File: config.mk
export PLATFORM = sky130hd
export DESIGN_NAME = spec_fault_tracker
export DESIGN_NICKNAME = d
export VERILOG_FILES = /design/src/rtl/sft_pkg.sv /design/src/rtl/sft_flag_store.sv /design/src/rtl/sft_write_resolve.sv /design/src/rtl/sft_check_unit.sv /design/src/rtl/spec_fault_tracker.sv
export SDC_FILE = /design/constraint.sdc
export NUM_CORES = 1
export LEC_CHECK = 0
export ABC_AREA = 1
export CAP_MARGIN = 20
export CORE_MARGIN = 2
export CORE_UTILIZATION = 55
export CTS_CLUSTER_DIAMETER = 30
export DETAILED_ROUTE_END_ITERATION = 12
export DONT_BUFFER_PORTS = 1
export PLACE_DENSITY = 0.7
export SYNTH_ARGS = -nofsm -noshare
export SYNTH_HDL_FRONTEND = slang
export SYNTH_SLANG_ARGS = --single-unit
File: constraint.sdc
create_clock -name clk -period 2.2 [get_ports clk]
set_input_delay 0.22 -clock clk [delete_from_list [all_inputs] [get_ports clk]]
set_output_delay 0.22 -clock clk [all_outputs]
set_load 0.1 [all_outputs]
File: src/rtl/sft_pkg.sv
package sft_pkg;

    typedef enum logic [1:0] {
        WK_PLAIN   = 2'b00,
        WK_SPEC_LD = 2'b01,
        WK_DERIVED = 2'b10,
        WK_RSVD    = 2'b11
    } wr_kind_e;

    typedef struct packed {
        logic     valid;
        wr_kind_e kind;
        logic     fault;
        logic     use_a;
        logic     use_b;
    } wr_ctl_t;

    typedef struct packed {
        logic upd;
        logic flag;
        logic trap;
    } wr_res_t;

    // Decide the new flag of the destination and whether a trap is due.
    function automatic wr_res_t resolve_write(wr_ctl_t c, logic src_a, logic src_b);
        wr_res_t r;
        r.upd  = c.valid;
        r.flag = 1'b0;
        r.trap = 1'b0;
        unique case (c.kind)
            WK_SPEC_LD: r.flag = c.fault;
            WK_DERIVED: r.flag = (c.use_a & src_a) | (c.use_b & src_b);
            default: begin
                r.flag = 1'b0;
                r.trap = c.valid & c.fault;
            end
        endcase
        return r;
    endfunction

endpackage

File: src/rtl/sft_flag_store.sv
module sft_flag_store #(
    parameter int NUM_REGS = 64,
    localparam int AW = $clog2(NUM_REGS)
) (
    input  logic                clk,
    input  logic                rst,
    input  logic                wr_upd,
    input  logic [AW-1:0]       wr_addr,
    input  logic                wr_flag,
    input  logic [AW-1:0]       rd_a_addr,
    input  logic [AW-1:0]       rd_b_addr,
    input  logic [AW-1:0]       chk_addr,
    output logic                rd_a_flag,
    output logic                rd_b_flag,
    output logic                chk_flag,
    output logic [NUM_REGS-1:0] flag_vec
);

    for (genvar g = 0; g < NUM_REGS; g++) begin : g_flag
        logic q;
        logic hit;
        assign hit = wr_upd && (wr_addr == AW'(g));
        always_ff @(posedge clk) begin
            if (rst)      q <= 1'b0;
            else if (hit) q <= wr_flag;
        end
        assign flag_vec[g] = q;
    end

    assign rd_a_flag = flag_vec[rd_a_addr];
    assign rd_b_flag = flag_vec[rd_b_addr];
    assign chk_flag  = flag_vec[chk_addr];

endmodule

File: src/rtl/sft_write_resolve.sv
module sft_write_resolve
    import sft_pkg::*;
(
    input  logic    clk,
    input  logic    rst,
    input  wr_ctl_t ctl,
    input  logic    src_a_flag,
    input  logic    src_b_flag,
    output logic    upd,
    output logic    new_flag,
    output logic    trap_q
);

    wr_res_t res;

    always_comb begin
        res = resolve_write(ctl, src_a_flag, src_b_flag);
    end

    assign upd      = res.upd;
    assign new_flag = res.flag;

    always_ff @(posedge clk) begin
        if (rst) trap_q <= 1'b0;
        else     trap_q <= res.trap;
    end

endmodule

File: src/rtl/sft_check_unit.sv
module sft_check_unit #(
    parameter int TGT_W = 32
) (
    input  logic             clk,
    input  logic             rst,
    input  logic             chk_en,
    input  logic             chk_flag,
    input  logic [TGT_W-1:0] chk_target,
    output logic             redir_valid,
    output logic [TGT_W-1:0] redir_target
);

    always_ff @(posedge clk) begin
        if (rst) begin
            redir_valid  <= 1'b0;
            redir_target <= '0;
        end else begin
            redir_valid <= chk_en & chk_flag;
            if (chk_en & chk_flag) redir_target <= chk_target;
        end
    end

endmodule

File: src/rtl/spec_fault_tracker.sv
module spec_fault_tracker
    import sft_pkg::*;
#(
    parameter int NUM_REGS = 64,
    parameter int TGT_W    = 32,
    localparam int AW = $clog2(NUM_REGS)
) (
    input  logic             clk,
    input  logic             rst,
    input  logic             wr_en,
    input  logic [AW-1:0]    wr_addr,
    input  logic [1:0]       wr_kind,
    input  logic             wr_fault,
    input  logic             wr_use_a,
    input  logic             wr_use_b,
    input  logic [AW-1:0]    rd_a_addr,
    input  logic [AW-1:0]    rd_b_addr,
    output logic             rd_a_flag,
    output logic             rd_b_flag,
    input  logic             chk_en,
    input  logic [AW-1:0]    chk_addr,
    input  logic [TGT_W-1:0] chk_target,
    output logic             redir_valid,
    output logic [TGT_W-1:0] redir_target,
    output logic             trap_pulse
);

    wr_ctl_t             ctl;
    logic                upd;
    logic                new_flag;
    logic                chk_flag;
    logic [NUM_REGS-1:0] flag_vec;

    always_comb begin
        ctl.valid = wr_en;
        ctl.kind  = wr_kind_e'(wr_kind);
        ctl.fault = wr_fault;
        ctl.use_a = wr_use_a;
        ctl.use_b = wr_use_b;
    end

    sft_flag_store #(.NUM_REGS(NUM_REGS)) u_store (
        .clk       (clk),
        .rst       (rst),
        .wr_upd    (upd),
        .wr_addr   (wr_addr),
        .wr_flag   (new_flag),
        .rd_a_addr (rd_a_addr),
        .rd_b_addr (rd_b_addr),
        .chk_addr  (chk_addr),
        .rd_a_flag (rd_a_flag),
        .rd_b_flag (rd_b_flag),
        .chk_flag  (chk_flag),
        .flag_vec  (flag_vec)
    );

    sft_write_resolve u_resolve (
        .clk        (clk),
        .rst        (rst),
        .ctl        (ctl),
        .src_a_flag (rd_a_flag),
        .src_b_flag (rd_b_flag),
        .upd        (upd),
        .new_flag   (new_flag),
        .trap_q     (trap_pulse)
    );

    sft_check_unit #(.TGT_W(TGT_W)) u_check (
        .clk          (clk),
        .rst          (rst),
        .chk_en       (chk_en),
        .chk_flag     (chk_flag),
        .chk_target   (chk_target),
        .redir_valid  (redir_valid),
        .redir_target (redir_target)
    );

endmodule

* Word-level counts from Yosys, hierarchy flattened
Index checks and enable logic that the tools add are counted.
** Cells by class
- Reductions and logical operators :: 66
- Eq/ne operators :: 65
- Shifts and indexed selects :: 0
- Multiplexer cells :: 7
- Multipliers :: 0
- Div/mod/pow operators :: 0
- Order comparisons :: 3
- Add/subtract/negate cells :: 0
- Bitwise gates (word level) :: 5
** Operators with widths (number)
- 6-bit == test (second input constant) :: 32
- 6-bit by 5-bit == test with 1-bit output (second input constant) :: 16
- 1-bit logical AND :: 64
- 6-bit by 4-bit == test with 1-bit output (second input constant) :: 8
- 6-bit by 3-bit == test with 1-bit output (second input constant) :: 4
- 6-bit by 7-bit < comparator with 1-bit output (second input constant) :: 3
- 1-bit binary-select mux with 6-bit select :: 3
- 6-bit by 2-bit == test with 1-bit output (second input constant) :: 2
- 6-bit by 1-bit == test with 1-bit output (second input constant) :: 1
- 6-bit zero test :: 1
- 1-bit AND :: 4
- 1-bit 2-to-1 mux :: 3
- 3-bit OR reduction :: 1
- 2-bit by 1-bit == test with 1-bit output (second input constant) :: 1
- 2-bit == test (second input constant) :: 1
- 1-bit case mux with 2 select lines :: 1
- 1-bit OR :: 1
** Storage, ports and cells
- Output and inout bits :: 36
- Memories kept :: 0
- Memory bits (read-only) :: 0
- Word-level logic and storage cells :: 213
- Memory bits (writable) :: 0
- Bits in latches :: 0
- Bits in registers :: 98

* Depth between registers and ports, before layout
- Word-level depth :: 5
- Depth in mapped cells :: 18
- Depth with buffers taken out :: 15

* By module
Synthesis repeated with hierarchy kept, for this count alone.
** Second synthesis, totals
- Cell total of the unflattened synthesis :: 1075
- Area, all modules :: 6517.5 um^2
** Modules (own cells, without submodules)
- sft_flag_store :: times used 1, cells each 855, area each 5068.6 um^2, sequential area each 1281.2 um^2
- sft_check_unit :: times used 1, cells each 206, area each 1348.8 um^2, sequential area each 660.6 um^2
- sft_write_resolve :: times used 1, cells each 14, area each 100.1 um^2, sequential area each 20.0 um^2

* Worst setup path before layout
No wires, ideal clock.
- Path kind :: input to register
- Start :: input port rd_b_addr[1]
- End :: register u_store.g_flag[10].q
- Data required time :: 2070 ps
- Setup slack :: 99 ps
- Path buffers :: 3
- Arrival :: 1971 ps
- Library setup time :: 130 ps
- Stages :: 17
- Cell sequence :: buf_4 -> inv_2 -> buf_6 -> nand3_1 -> nand3_1 -> nand2_1 -> nand2_1 -> nand3_1 -> nand3b_1 -> nand2_2 -> nand2_1 -> nand2_1 -> nand2_2 -> nand2_4 -> nand2_8 -> buf_12 -> a21oi_4
** On the way
- Cells in the longest elaborated chain, start to end :: 5
** RTL lines
- from (decl) :: line spec_fault_tracker.sv:17 : input logic [AW-1:0] rd_b_addr,
- 1-bit binary-select mux with 6-bit select :: line sft_flag_store.sv:31 : assign rd_b_flag = flag_vec[rd_b_addr];
- 1-bit 2-to-1 mux (implied by the code) :: line sft_flag_store.sv:31
- via rd_b_flag :: line spec_fault_tracker.sv:19 : output logic rd_b_flag,
- 1-bit AND :: line sft_pkg.sv:32 : WK_DERIVED: r.flag = (c.use_a & src_a) | (c.use_b & src_b);
- 1-bit OR :: line sft_pkg.sv:32
- 1-bit case mux with 2 select lines :: line sft_pkg.sv:30 : unique case (c.kind)
- to (signal assigned) :: line sft_flag_store.sv:25 : else if (hit) q <= wr_flag;
- to (decl) :: line sft_flag_store.sv:20 : logic q;
The timed path passes the listed nets, and every way through them passes these cells. The select of a mux whose other input is x is not followed.
A chain may end at the register's enable or synchronous reset.

* Worst setup path in the final report
- Start :: register u_store.g_flag[48].q
- End :: output port rd_b_flag
** On the way
- Cells in the longest elaborated chain, start to end :: 2
** RTL lines (line)
- from (decl) :: sft_flag_store.sv:20
- from (signal assigned) :: sft_flag_store.sv:25
- 1-bit binary-select mux with 6-bit select :: sft_flag_store.sv:31
- 1-bit 2-to-1 mux (implied by the code) :: sft_flag_store.sv:31
- to (decl) :: spec_fault_tracker.sv:19
Every way passes these cells. The select of a mux whose other input is x is not followed.

==> flow_summary.json <==
{
  "status": "finished, final reports clean",
  "crit_path_max_incr_delay_ns": 0.42,
  "vias": 6473,
  "worst_clock_skew_ns": 0.00613,
  "maxCapViolCount": 0,
  "critPathRequiredTime_ns": 1.98,
  "max-slew-margin-rel_pct": 63.2,
  "syn-cell-area_sq_um": 6690,
  "vdd_drop_max_mv": 0.462,
  "path_buf_inv": 1,
  "critPathMostFrequentCell": "nand3_1",
  "power_density_nw_per_um2": 636,
  "synth_seq_cells": 98,
  "place.gp.congestion": 1.01,
  "io_pins": 101,
  "holdCritPathClass": "in2reg",
  "ys_seq_area_share_pct": 29.3,
  "initial_core_util_pct": 55.9,
  "antenna_found_initial": 0,
  "cts-root-buf": "clkbuf_16",
  "clk_path_buf_depth": 2,
  "grt_pass1_vias": 5901,
  "crit_type": "reg2out",
  "setup_viol": 0,
  "r2r_slack_ns": 0.23,
  "die_area_sq_um": 13100,
  "finalInstanceArea_sq_um": 7140,
  "synth_nets": 1019,
  "drive_gt1_share_pct": 14.8,
  "core_sq_um": 12000,
  "layout_common_cells": "nand2_1 (215), nand3_1 (152), nor2_1 (137), dfxtp_1 (98), o21ai_0 (78)",
  "area.growth.synth_to_final_pct": 6.77,
  "synth-simple-area-share_pct": 32.2,
  "die_x_um": 114,
  "critPathMaxFanout": 4,
  "synth-compound-area-share_pct": 26.9,
  "slew_viol_final": 0,
  "synthAdderAreaFrac_pct": 0.374,
  "tns_ns": 0,
  "globalRouteOverflowTotal": 0,
  "min_period_ns": 1.98,
  "synthMuxAreaShare_pct": 0,
  "holdBufCountCts": 2,
  "grt_pass1_wl_mm": 30.8,
  "yosys.area_share.xor_xnor_pct": 0,
  "row_count": 40,
  "post-cts-setup-buffers": 0,
  "crit_path_top_delay_cell": "dfxtp_1",
  "clkTransAtPathRegs_ns": 0.07,
  "syn_avg_cell_area_sq_um": 7.03,
  "drt_drc_violations_left": 0,
  "rsz0062_at_grt": "no",
  "wl_per_cell_um": 17.2,
  "finalHoldViolCount": 0,
  "post-route-period-util_pct": 90.0,
  "final_common_cell": "nand2_1",
  "cts_htree_levels": 3,
  "synth_cells": 952,
  "die_y_um": 114,
  "leakage_nw": 2.80,
  "wirelength_mm": 19.1,
  "via_per_inst": 5.85,
  "gr-usage-all-layers_pct": 29.7,
  "clk_latency_ns": 0.36,
  "cts_made_buffers": 9,
  "crit_chain": "nand2_1 -> nand3_1 -> nand3_1 -> nand2_1 -> nand2_1 -> nand3_1 -> nand3_1 -> nand2_2 -> buf_4",
  "cts.sinks": 98,
  "synth-warning-count": 0,
  "place_area_sq_um": 6830,
  "worstPathArrival_ns": 1.76,
  "cp_top_family": "simple AND/OR/NAND/NOR gates",
  "yosysUniqueCellTypes": 28,
  "drt_first_pass_iters": 6,
  "n_antenna_cell": 0,
  "ant_nets": 0,
  "start_kind": "register",
  "crit_path_end_kind": "output port",
  "cts-resized-gates": 0,
  "fmax_mhz": 505,
  "portBuffers": 0,
  "grt_start_max_net_pins": 66,
  "tightest_slew_ns": 0.552,
  "fin_nets": 1021,
  "cts_tree": "yes",
  "drt_iter0_drc": 772,
  "dp.final_hpwl_mm": 13.5,
  "synth_top_family_by_area": "simple AND/OR/NAND/NOR gates"
}
[synth_stat cells, drive strengths merged]
library cell    n  share of area, %
o21ai          99               7.4
inv            60               3.5
a21oi          96                17
ha              2              0.37
nand3         152                11
o211ai          2              0.22
clkbuf         20               1.1
dfxtp          98                29
buf            45               6.5
nor2          137               7.7
nand2         221                13
o22ai           6              0.56
o21a            1              0.11
nand3b          2              0.22
nor3            1             0.075
o221ai         10               1.3
[per-layer routing]
metal  up-vias  global-route usage [%]  share of wire, %
met5         -                       0                 0
met4         0                    12.2               2.7
met2       292                    44.3                44
li1       3164                       -                 -
met1      2979                    40.8                43
met3        38                    7.57                10
[stage by stage]
| step | hold WS, ns | power [mW] | util [%] | worst slack [ns] | cells |
|---|---|---|---|---|---|
| after global routing | 0.0139 | 4.71 | 59.7 | 0.0118 | 1106 |
| after floorplan | 0.292 | 2.90 | - | 0.0994 | 952 |
| after detailed placement | 0.297 | 3.02 | 57.1 | 0.220 | 1088 |
| final | 0.0148 | 4.54 | 59.7 | 0.220 | 1106 |
| after CTS | 0.00985 | 4.56 | 59.7 | 0.252 | 1106 |
| after global placement | 0.298 | 3.01 | 57.1 | 0.233 | 1088 |
[sequential cells by signal (all words and copies together), names as in the netlist]
| name | cells |
|---|---|
| u_check.redir_valid | 1 |
| u_resolve.trap_q | 1 |
| u_check.redir_target | 32 |
| u_store.g_flag.q | 64 |
[cells by family after synthesis]
logic type	Yosys count
and+or+nand+nor	513
AOI/OAI and AO/OA	214
buffers and inverters	125
DFF	98
adders and majority gates	2
[power by group]
group	internal [mW]	switching (mW)	total, mW
clock network	0.832	0.716	1.55
registers	1.84	0.0289	1.86
logic	0.285	0.842	1.13
total	2.95	1.59	4.54
[path summary, 6_finish.rpt]
| path | to | from | cells past startpoint |
|---|---|---|---|
| worst min-delay path | u_resolve.trap_q | wr_en | 2 |
| worst max register to register | u_store.g_flag[40].q | u_store.g_flag[48].q | 15 |
| worst max-delay path | rd_b_flag | u_store.g_flag[48].q | 9 |
| worst min register to register | u_check.redir_target[2] | u_check.redir_target[2] | 2 |
[final cells by class]
type | instances | area [sq um]
fillers | 1172 | 4820
multi-input cells | 729 | 3980
flip-flops and latches | 98 | 1960
repair buffers | 56 | 488
clock buffers | 11 | 253
inverters | 60 | 235
well taps | 147 | 184
clock inverters | 5 | 37.5
No activity file was read; power rests on OpenSTA's default activity.
